==> src/rtl/lut_slice_pkg.sv <==
package lut_slice_pkg;
   localparam logic [2:0] SLICE_LOGIC    = 3'd0;
   localparam logic [2:0] SLICE_RAM_1X   = 3'd1;
   localparam logic [2:0] SLICE_RAM_WIDE = 3'd2;
   localparam logic [2:0] SLICE_RAM_DEEP = 3'd3;
   localparam logic [2:0] SLICE_RAM_DUAL = 3'd4;
   localparam logic [2:0] SLICE_SHIFT    = 3'd5;
   localparam int NUM_TABLES = 2;
endpackage

==> src/rtl/lut_slice_cell.sv <==
module lut_slice_cell #(
   parameter int AW = 4,
   localparam int DEPTH = 1 << AW
) (
   input  logic             clk,
   input  logic             load,
   input  logic [DEPTH-1:0] load_data,
   input  logic             we,
   input  logic [AW-1:0]    waddr,
   input  logic             wdata,
   input  logic             shift,
   input  logic             sin,
   input  logic [AW-1:0]    raddr,
   output logic             rdata
);
   logic [DEPTH-1:0] cells;

   always_ff @(posedge clk) begin
      if (load)
         cells <= load_data;
      else if (shift)
         cells <= {cells[DEPTH-2:0], sin};
      else if (we)
         cells[waddr] <= wdata;
   end

   assign rdata = cells[raddr];
endmodule

==> src/rtl/lut_slice_ctrl.sv <==
module lut_slice_ctrl
   import lut_slice_pkg::*;
#(
   parameter int AW = 4
) (
   input  logic [2:0]                  mode,
   input  logic                        cfg_load,
   input  logic                        cfg_sel,
   input  logic [AW-1:0]               addr_a,
   input  logic [AW-1:0]               addr_b,
   input  logic                        addr_hi,
   input  logic                        wr_en,
   input  logic                        din_a,
   input  logic                        din_b,
   output logic [NUM_TABLES-1:0]       load,
   output logic [NUM_TABLES-1:0]       we,
   output logic [NUM_TABLES-1:0][AW-1:0] waddr,
   output logic [NUM_TABLES-1:0]       wdata,
   output logic [NUM_TABLES-1:0]       shift,
   output logic [NUM_TABLES-1:0]       sin,
   output logic [NUM_TABLES-1:0][AW-1:0] raddr,
   output logic                        out_a_from_b
);
   always_comb begin
      load         = {cfg_load & cfg_sel, cfg_load & ~cfg_sel};
      we           = '0;
      shift        = '0;
      sin          = {din_b, din_a};
      waddr        = {addr_a, addr_a};
      wdata        = {din_a, din_a};
      raddr        = {addr_b, addr_a};
      out_a_from_b = 1'b0;
      case (mode)
         SLICE_RAM_1X: begin
            we    = {wr_en, wr_en};
            waddr = {addr_b, addr_a};
            wdata = {din_b, din_a};
         end
         SLICE_RAM_WIDE: begin
            we    = {wr_en, wr_en};
            wdata = {din_b, din_a};
            raddr = {addr_a, addr_a};
         end
         SLICE_RAM_DEEP: begin
            we           = {wr_en & addr_hi, wr_en & ~addr_hi};
            raddr        = {addr_a, addr_a};
            out_a_from_b = addr_hi;
         end
         SLICE_RAM_DUAL: begin
            we = {wr_en, wr_en};
         end
         SLICE_SHIFT: begin
            shift = {wr_en, wr_en};
         end
         default: begin
         end
      endcase
   end
endmodule

==> src/rtl/lut_slice_oreg.sv <==
module lut_slice_oreg (
   input  logic clk,
   input  logic srst,
   input  logic ce,
   input  logic d,
   output logic q
);
   always_ff @(posedge clk) begin
      if (srst)
         q <= 1'b0;
      else if (ce)
         q <= d;
   end
endmodule

==> src/rtl/lut_slice.sv <==
module lut_slice
   import lut_slice_pkg::*;
#(
   parameter int AW = 4,
   localparam int DEPTH = 1 << AW
) (
   input  logic             clk,
   input  logic             ff_rst,
   input  logic             ff_ce,
   input  logic [2:0]       mode,
   input  logic             cfg_load,
   input  logic             cfg_sel,
   input  logic [DEPTH-1:0] cfg_data,
   input  logic [AW-1:0]    addr_a,
   input  logic [AW-1:0]    addr_b,
   input  logic             addr_hi,
   input  logic             wr_en,
   input  logic             din_a,
   input  logic             din_b,
   output logic             comb_a,
   output logic             comb_b,
   output logic             reg_a,
   output logic             reg_b
);
   generate
      if (AW < 2 || AW > 6) begin : g_bad_aw
         $error("lut_slice: AW must lie between 2 and 6");
      end
   endgenerate

   logic [NUM_TABLES-1:0]         t_load, t_we, t_wdata, t_shift, t_sin, t_rd;
   logic [NUM_TABLES-1:0][AW-1:0] t_waddr, t_raddr;
   logic                          a_from_b;
   logic [NUM_TABLES-1:0]         comb_v, reg_v;

   lut_slice_ctrl #(.AW(AW)) u_ctrl (
      .mode(mode), .cfg_load(cfg_load), .cfg_sel(cfg_sel),
      .addr_a(addr_a), .addr_b(addr_b), .addr_hi(addr_hi),
      .wr_en(wr_en), .din_a(din_a), .din_b(din_b),
      .load(t_load), .we(t_we), .waddr(t_waddr), .wdata(t_wdata),
      .shift(t_shift), .sin(t_sin), .raddr(t_raddr),
      .out_a_from_b(a_from_b)
   );

   assign comb_v[0] = a_from_b ? t_rd[1] : t_rd[0];
   assign comb_v[1] = t_rd[1];

   for (genvar g = 0; g < NUM_TABLES; g++) begin : g_tbl
      lut_slice_cell #(.AW(AW)) u_cell (
         .clk(clk), .load(t_load[g]), .load_data(cfg_data),
         .we(t_we[g]), .waddr(t_waddr[g]), .wdata(t_wdata[g]),
         .shift(t_shift[g]), .sin(t_sin[g]),
         .raddr(t_raddr[g]), .rdata(t_rd[g])
      );
      lut_slice_oreg u_oreg (
         .clk(clk), .srst(ff_rst), .ce(ff_ce), .d(comb_v[g]), .q(reg_v[g])
      );
   end

   assign comb_a = comb_v[0];
   assign comb_b = comb_v[1];
   assign reg_a  = reg_v[0];
   assign reg_b  = reg_v[1];
endmodule

==> config.mk <==
export PLATFORM = sky130hd
export DESIGN_NAME = lut_slice
export DESIGN_NICKNAME = d
export VERILOG_FILES = /design/src/rtl/lut_slice_pkg.sv /design/src/rtl/lut_slice_cell.sv /design/src/rtl/lut_slice_ctrl.sv /design/src/rtl/lut_slice_oreg.sv /design/src/rtl/lut_slice.sv
export SDC_FILE = /design/constraint.sdc
export NUM_CORES = 1
export LEC_CHECK = 0
export CAP_MARGIN = 20
export CORE_ASPECT_RATIO = 0.75
export CORE_MARGIN = 5
export CORE_UTILIZATION = 49
export DETAILED_ROUTE_END_ITERATION = 10
export GPL_TIMING_DRIVEN = 0
export HOLD_SLACK_MARGIN = 0.12
export PLACE_DENSITY = 0.76
export SYNTH_ARGS = -nofsm -noshare
export SYNTH_HDL_FRONTEND = slang
export SYNTH_SLANG_ARGS = --single-unit
==> constraint.sdc <==
create_clock -name clk -period 2.4 [get_ports clk]
set_input_delay 0.48 -clock clk [delete_from_list [all_inputs] [get_ports clk]]
set_output_delay 0.48 -clock clk [all_outputs]
set_load 0.02 [all_outputs]
* Yosys cells after proc, flatten, opt, wreduce, memory -nomap -nowiden
Index checks and enable logic that the tools add are counted.
Operators by class: order comparisons 6, equality and inequality tests 5, multiplexer cells 23, bitwise operators 6, reductions and logical operators 7
Operators by type and width (count):
- $mux 16 | 6
- $bwmux 16 | 2
- $lt 4x5->1 const B | 4
- $mux 8 | 2
- $bmux 1 s4 | 2
- $demux 1 s4 | 2
- $ge 4x1->1 const B | 2
- $eq 3x2->1 const B | 2
- $eq 3x3->1 const B | 2
- $mux 1 | 6
- $reduce_bool 3->1 | 2
- $and 1x1->1 | 4
- $mux 2 | 2
- $pmux 2 s2 | 1
- $reduce_or 2->1 | 2
- $eq 3x1->1 const B | 1
- $reduce_or 3->1 | 1
- $logic_and 1x1->1 | 2
- $not 1->1 | 2
Storage, ports and cells: register bits 34, input port bits 36, output and inout bits 4, word-level logic and storage cells 51

* Depth between registers and ports, before layout
word-level depth 10, depth in mapped cells 9

* Cells and area by module
A second synthesis with hierarchy kept.
Second synthesis, totals: cells, all modules 267, area, all modules 2626.3 um2
By module, submodules not included:
- lut_slice_cell | instances 2, cells an instance 111, area an instance 1119.8 um2
- lut_slice_ctrl | instances 1, cells an instance 38, area an instance 304.0 um2
- lut_slice_oreg | instances 2, cells an instance 3, area an instance 33.8 um2
- lut_slice | instances 1, cells an instance 1, area an instance 15.0 um2

* Worst setup path after synthesis
No wires, ideal clock.
kind input to output, start point input port mode[2], end point output port comb_a, arrival 2208 ps, required time 1920 ps, setup slack -288 ps, stages on the path 8, path buffers 2, cell sequence buf_2 -> nand2b_4 -> buf_6 -> mux2i_4 -> a21oi_1 -> a22o_1 -> o31a_1 -> a21oi_1
Between the ends: cells in the longest elaborated chain, start to end 6, elaborated cells between the ends (all ways) 8
Ends and longest elaborated chain:
- start, declared | line lut_slice.sv:10 | input logic [2:0] mode,
- $eq 3x2->1 | line lut_slice_ctrl.sv:33 | case (mode)
- $reduce_or 2->1 (no line)
- $mux 8 | line lut_slice_ctrl.sv:33
- $bmux 1 s4 | line lut_slice_cell.sv:27 | assign rdata = cells[raddr];
- $mux 1 (implied by the code) | line lut_slice_cell.sv:27
- $mux 1 * | line lut_slice.sv:45 | assign comb_v[0] = a_from_b ? t_rd[1] : t_rd[0];
- end, declared | line lut_slice.sv:20 | output logic comb_a,
Mark *: on every way between the ends. The rest lies on a longest branch, timed or not. The select of a mux whose other input is x is not followed.

* Worst setup path after layout
start point register g_tbl[0].u_cell.cells[12], end point output port comb_a
Between the ends: cells in the longest elaborated chain, start to end 3
Ends and longest elaborated chain:
- start, declared | line lut_slice_cell.sv:16 | logic [DEPTH-1:0] cells;
- start signal, assigned | line lut_slice_cell.sv:20 | cells <= load_data;
- start signal, assigned | line lut_slice_cell.sv:22 | cells <= {cells[DEPTH-2:0], sin};
- start signal, assigned by index | line lut_slice_cell.sv:24 | cells[waddr] <= wdata;
- $bmux 1 s4 | line lut_slice_cell.sv:27
- $mux 1 (implied by the code) | line lut_slice_cell.sv:27
- $mux 1 | line lut_slice.sv:45
Every way passes these cells. The select of a mux whose other input is x is not followed.

==> results by group <==
Status
  • Status: complete, but fails checks
  • Violated checks: negative setup slack

Setup path
  • Critical path fanouts, max: 2
  • CP Launch Type: register
  • Critical Path AT: 2.06 ns
  • Worst setup path category: register to output port
  • Worst R2R Path Depth: 4
  • Worst EP required: between 1.5 and 2 ns
  • Critical Path End Type: output port

Drt
  • Vias/cell: slightly above 6
  • DR iter-0 viols: ~360
  • DR vias: 2759
  • Drc violations: 0
  • Antenna Nets Post-Route: 0
  • WL/cell: between 15 and 20 um
  • DR pass1 iterations: 5
  • Detailed Route WL: 8.58 mm

Hold path
  • Hold Path Class: register to register
  • Hold Path Cell Cnt: 2

Logic synthesis
  • Ys async rst share: 0%
  • Post-synthesis net count: ~350
  • Most frequent cells after synthesis: o21ai_0, nor2_1, a21oi_1, nand2_1, edfxtp_1
  • Synthesized instance count: about 310
  • #FFs+latches synth: 34
  • Post-synth top area share: 36.9%
  • Mapped Area: roughly 0.0026 sq mm
  • YS warnings: 0
  • Most common cell in the netlist: o21ai_0
  • Number of synthesized flops with an enable pin: 32
  • Syn Area/Cell: around 8.4 sq um
  • Top_reg_cell synth: edfxtp_1
  • Top cells by area, synth: edfxtp_1, o21ai_0, a21oi_1
  • Cell accounting for the most synthesized area: edfxtp_1
  • Distinct cells, synth: 43
  • Seq/Total Area, Yosys: between 30% and 40%

Clock network
  • Clock buffer depth: 2
  • Sink Count: 34
  • H-tree Lvls: 2
  • Clk Tree Root Cell: clkbuf_8
  • Number of CTS-inserted buffers: 5
  • Clock latency on the worst-skew pair: between 0.2 and 0.3 ns
  • TritonCTS clock tree: done
  • Clock-pin slew on the worst setup and hold paths: 0.07 ns

Timing
  • Setup-failing EPs final: 2
  • Setup Skew: about 0.0086 ns
  • Fin crit period: between 2 and 3 ns
  • WHS: 0.523 ns
  • Final setup slack of the worst path: -0.142 ns
  • Fmax achieved: just under 0.4 GHz
  • Final worst-path cycle share: 106%
  • Setup TNS: -0.164 ns
  • Final Hold Vio Count: 0
  • Final slew viol count: 0
  • Tightest Pin Transition: between 0.4 and 0.5 ns
  • Unrepaired setup endpoints after global routing: yes
  • Worst slew margin: around two thirds

Global routing
  • Grt ovf: 0
  • Initial antenna violation count: 0
  • Largest net degree at the start of global routing: 11
  • Number of global-route vias before repair: between 2000 and 3000
  • GRT Overall Usage: roughly a quarter
  • First-pass GRT wire length: approximately 14 mm

Cells and area
  • Fin util: roughly two thirds
  • # diodes: 0
  • Area Growth Syn to Fin: 31.7%
  • Final Net Count: just over 400
  • Reg area: 0.00100 sq mm
  • Fraction of layout cells with a size suffix above 1: approximately 17%
  • # fillers: 465
  • Multi-input combinational cell area: between 0.0015 and 0.002 sq mm

Die
  • Starting density of the core: around 50%
  • Height of the chip: roughly 73 um
  • Core box area: 0.00524 sq mm
  • I/O Pins: 40
  • Die width: about 94 um
  • Die ar.: a little under 0.007 sq mm
  • FP Rows: 23

Pwr
  • Max IR drop VDD: ~0.25 mV
  • Power Dens Cells: roughly 500 mW/mm^2
  • Leakage power: between 1 and 1.5 nW

Job
  • Max-Cap Viols: 0

Placement
  • RD Place Congestion: just over 1
  • Port bufs: 38
  • Hpwl dp: around 6.6 mm
through the flow:
step	instance area [sq um]	instances	total power [W]	worst slack, ns
after floorplan	2630	312	0.000966	-0.0218
after global placement	3110	425	0.00113	-1.28
after detailed placement	3110	425	0.00114	-1.32
after CTS	3380	442	0.00170	-0.126
after global routing	3430	446	0.00179	-0.177
final	3430	446	0.00172	-0.142
placed cells by master, fill, tap and decap left out, drive strengths merged, types with 3 or more instances in the layout:
cell / n
nor3b: 4
a22oi: 17
mux2i: 7
mux4: 5
edfxtp: 32
nand3: 7
clkdlybuf4s50: 27
buf: 21
o21ai: 52
clkbuf: 23
nor3: 3
nor2b: 4
nand2: 36
inv: 4
nor2: 42
nand2b: 11
dlygate4sd2: 3
a21oi: 40
critical path, stage by stage, from the launching register on:
cell and delay, ns:
edfxtp_1 0.42, mux4_2 0.50, mux4_2 0.54, nor2_4 0.13
a21oi_4 0.04, buf_6 0.14
sequential cells by signal, indices dropped and copies added (netlist names):
| name | cells |
|---|---|
| g_tbl.u_cell.cells | 32 |
| g_tbl.u_oreg.q | 2 |
timing repair:
item                       4_1_cts  5_1_grt
gates resized for setup         65        9
setup buffers                    9        4
gates cloned                     1        0
setup endpoints to repair       51       17
hold buffers                     0        0
pin swaps                        2        2
logic make-up after synthesis:
logic type / after synthesis / share of synthesized area, %
buf+inv: 23 / 3.74
flops: 34 / 38.4
simple gates: 121 / 22.6
compound gates: 119 / 25.7
mux: 13 / 8.88
xor+xnor: 2 / 0.672
worst paths after layout:
kind | startpoint | end | slack (ns)
setup / recovery | g_tbl[0].u_cell.cells[12] | comb_a | -0.14
hold / removal | g_tbl[1].u_oreg.q | g_tbl[1].u_oreg.q | 0.52
setup reg to reg | g_tbl[0].u_cell.cells[12] | g_tbl[0].u_oreg.q | 0.61
hold reg to reg | g_tbl[1].u_oreg.q | g_tbl[1].u_oreg.q | 0.52
where the power goes:
group / internal (W) / total [W] / switching, W / leakage (nW)
Combinational: 0.000214 / 0.000465 / 0.000252 / 0.808
Sequential: 0.000701 / 0.000729 / 0.0000280 / 0.328
Clock: 0.000311 / 0.000528 / 0.000217 / 0.0524
Total: 0.00123 / 0.00172 / 0.000497 / 1.19
layout make-up:
type	instances	share of cell area (%)
well taps	75	2.73
plain buffers	18	3.68
flip-flops and latches	34	29.2
clock buffers	7	2.22
repair buffers	51	14.1
clock inverters	1	0.875
inverters	4	0.437
multi-input cells	256	46.8
layer usage:
layer | GRT usage, % | routed length (um) | vias to the layer above
met3 | 5.77 | 999 | 12
met5 | 0 | 0 | -
met2 | 39.2 | 3620 | 177
met1 | 39.1 | 3870 | 1298
met4 | 5.29 | 95 | 0
li1 | - | - | 1272
No activity file was read; power rests on OpenSTA's default activity.
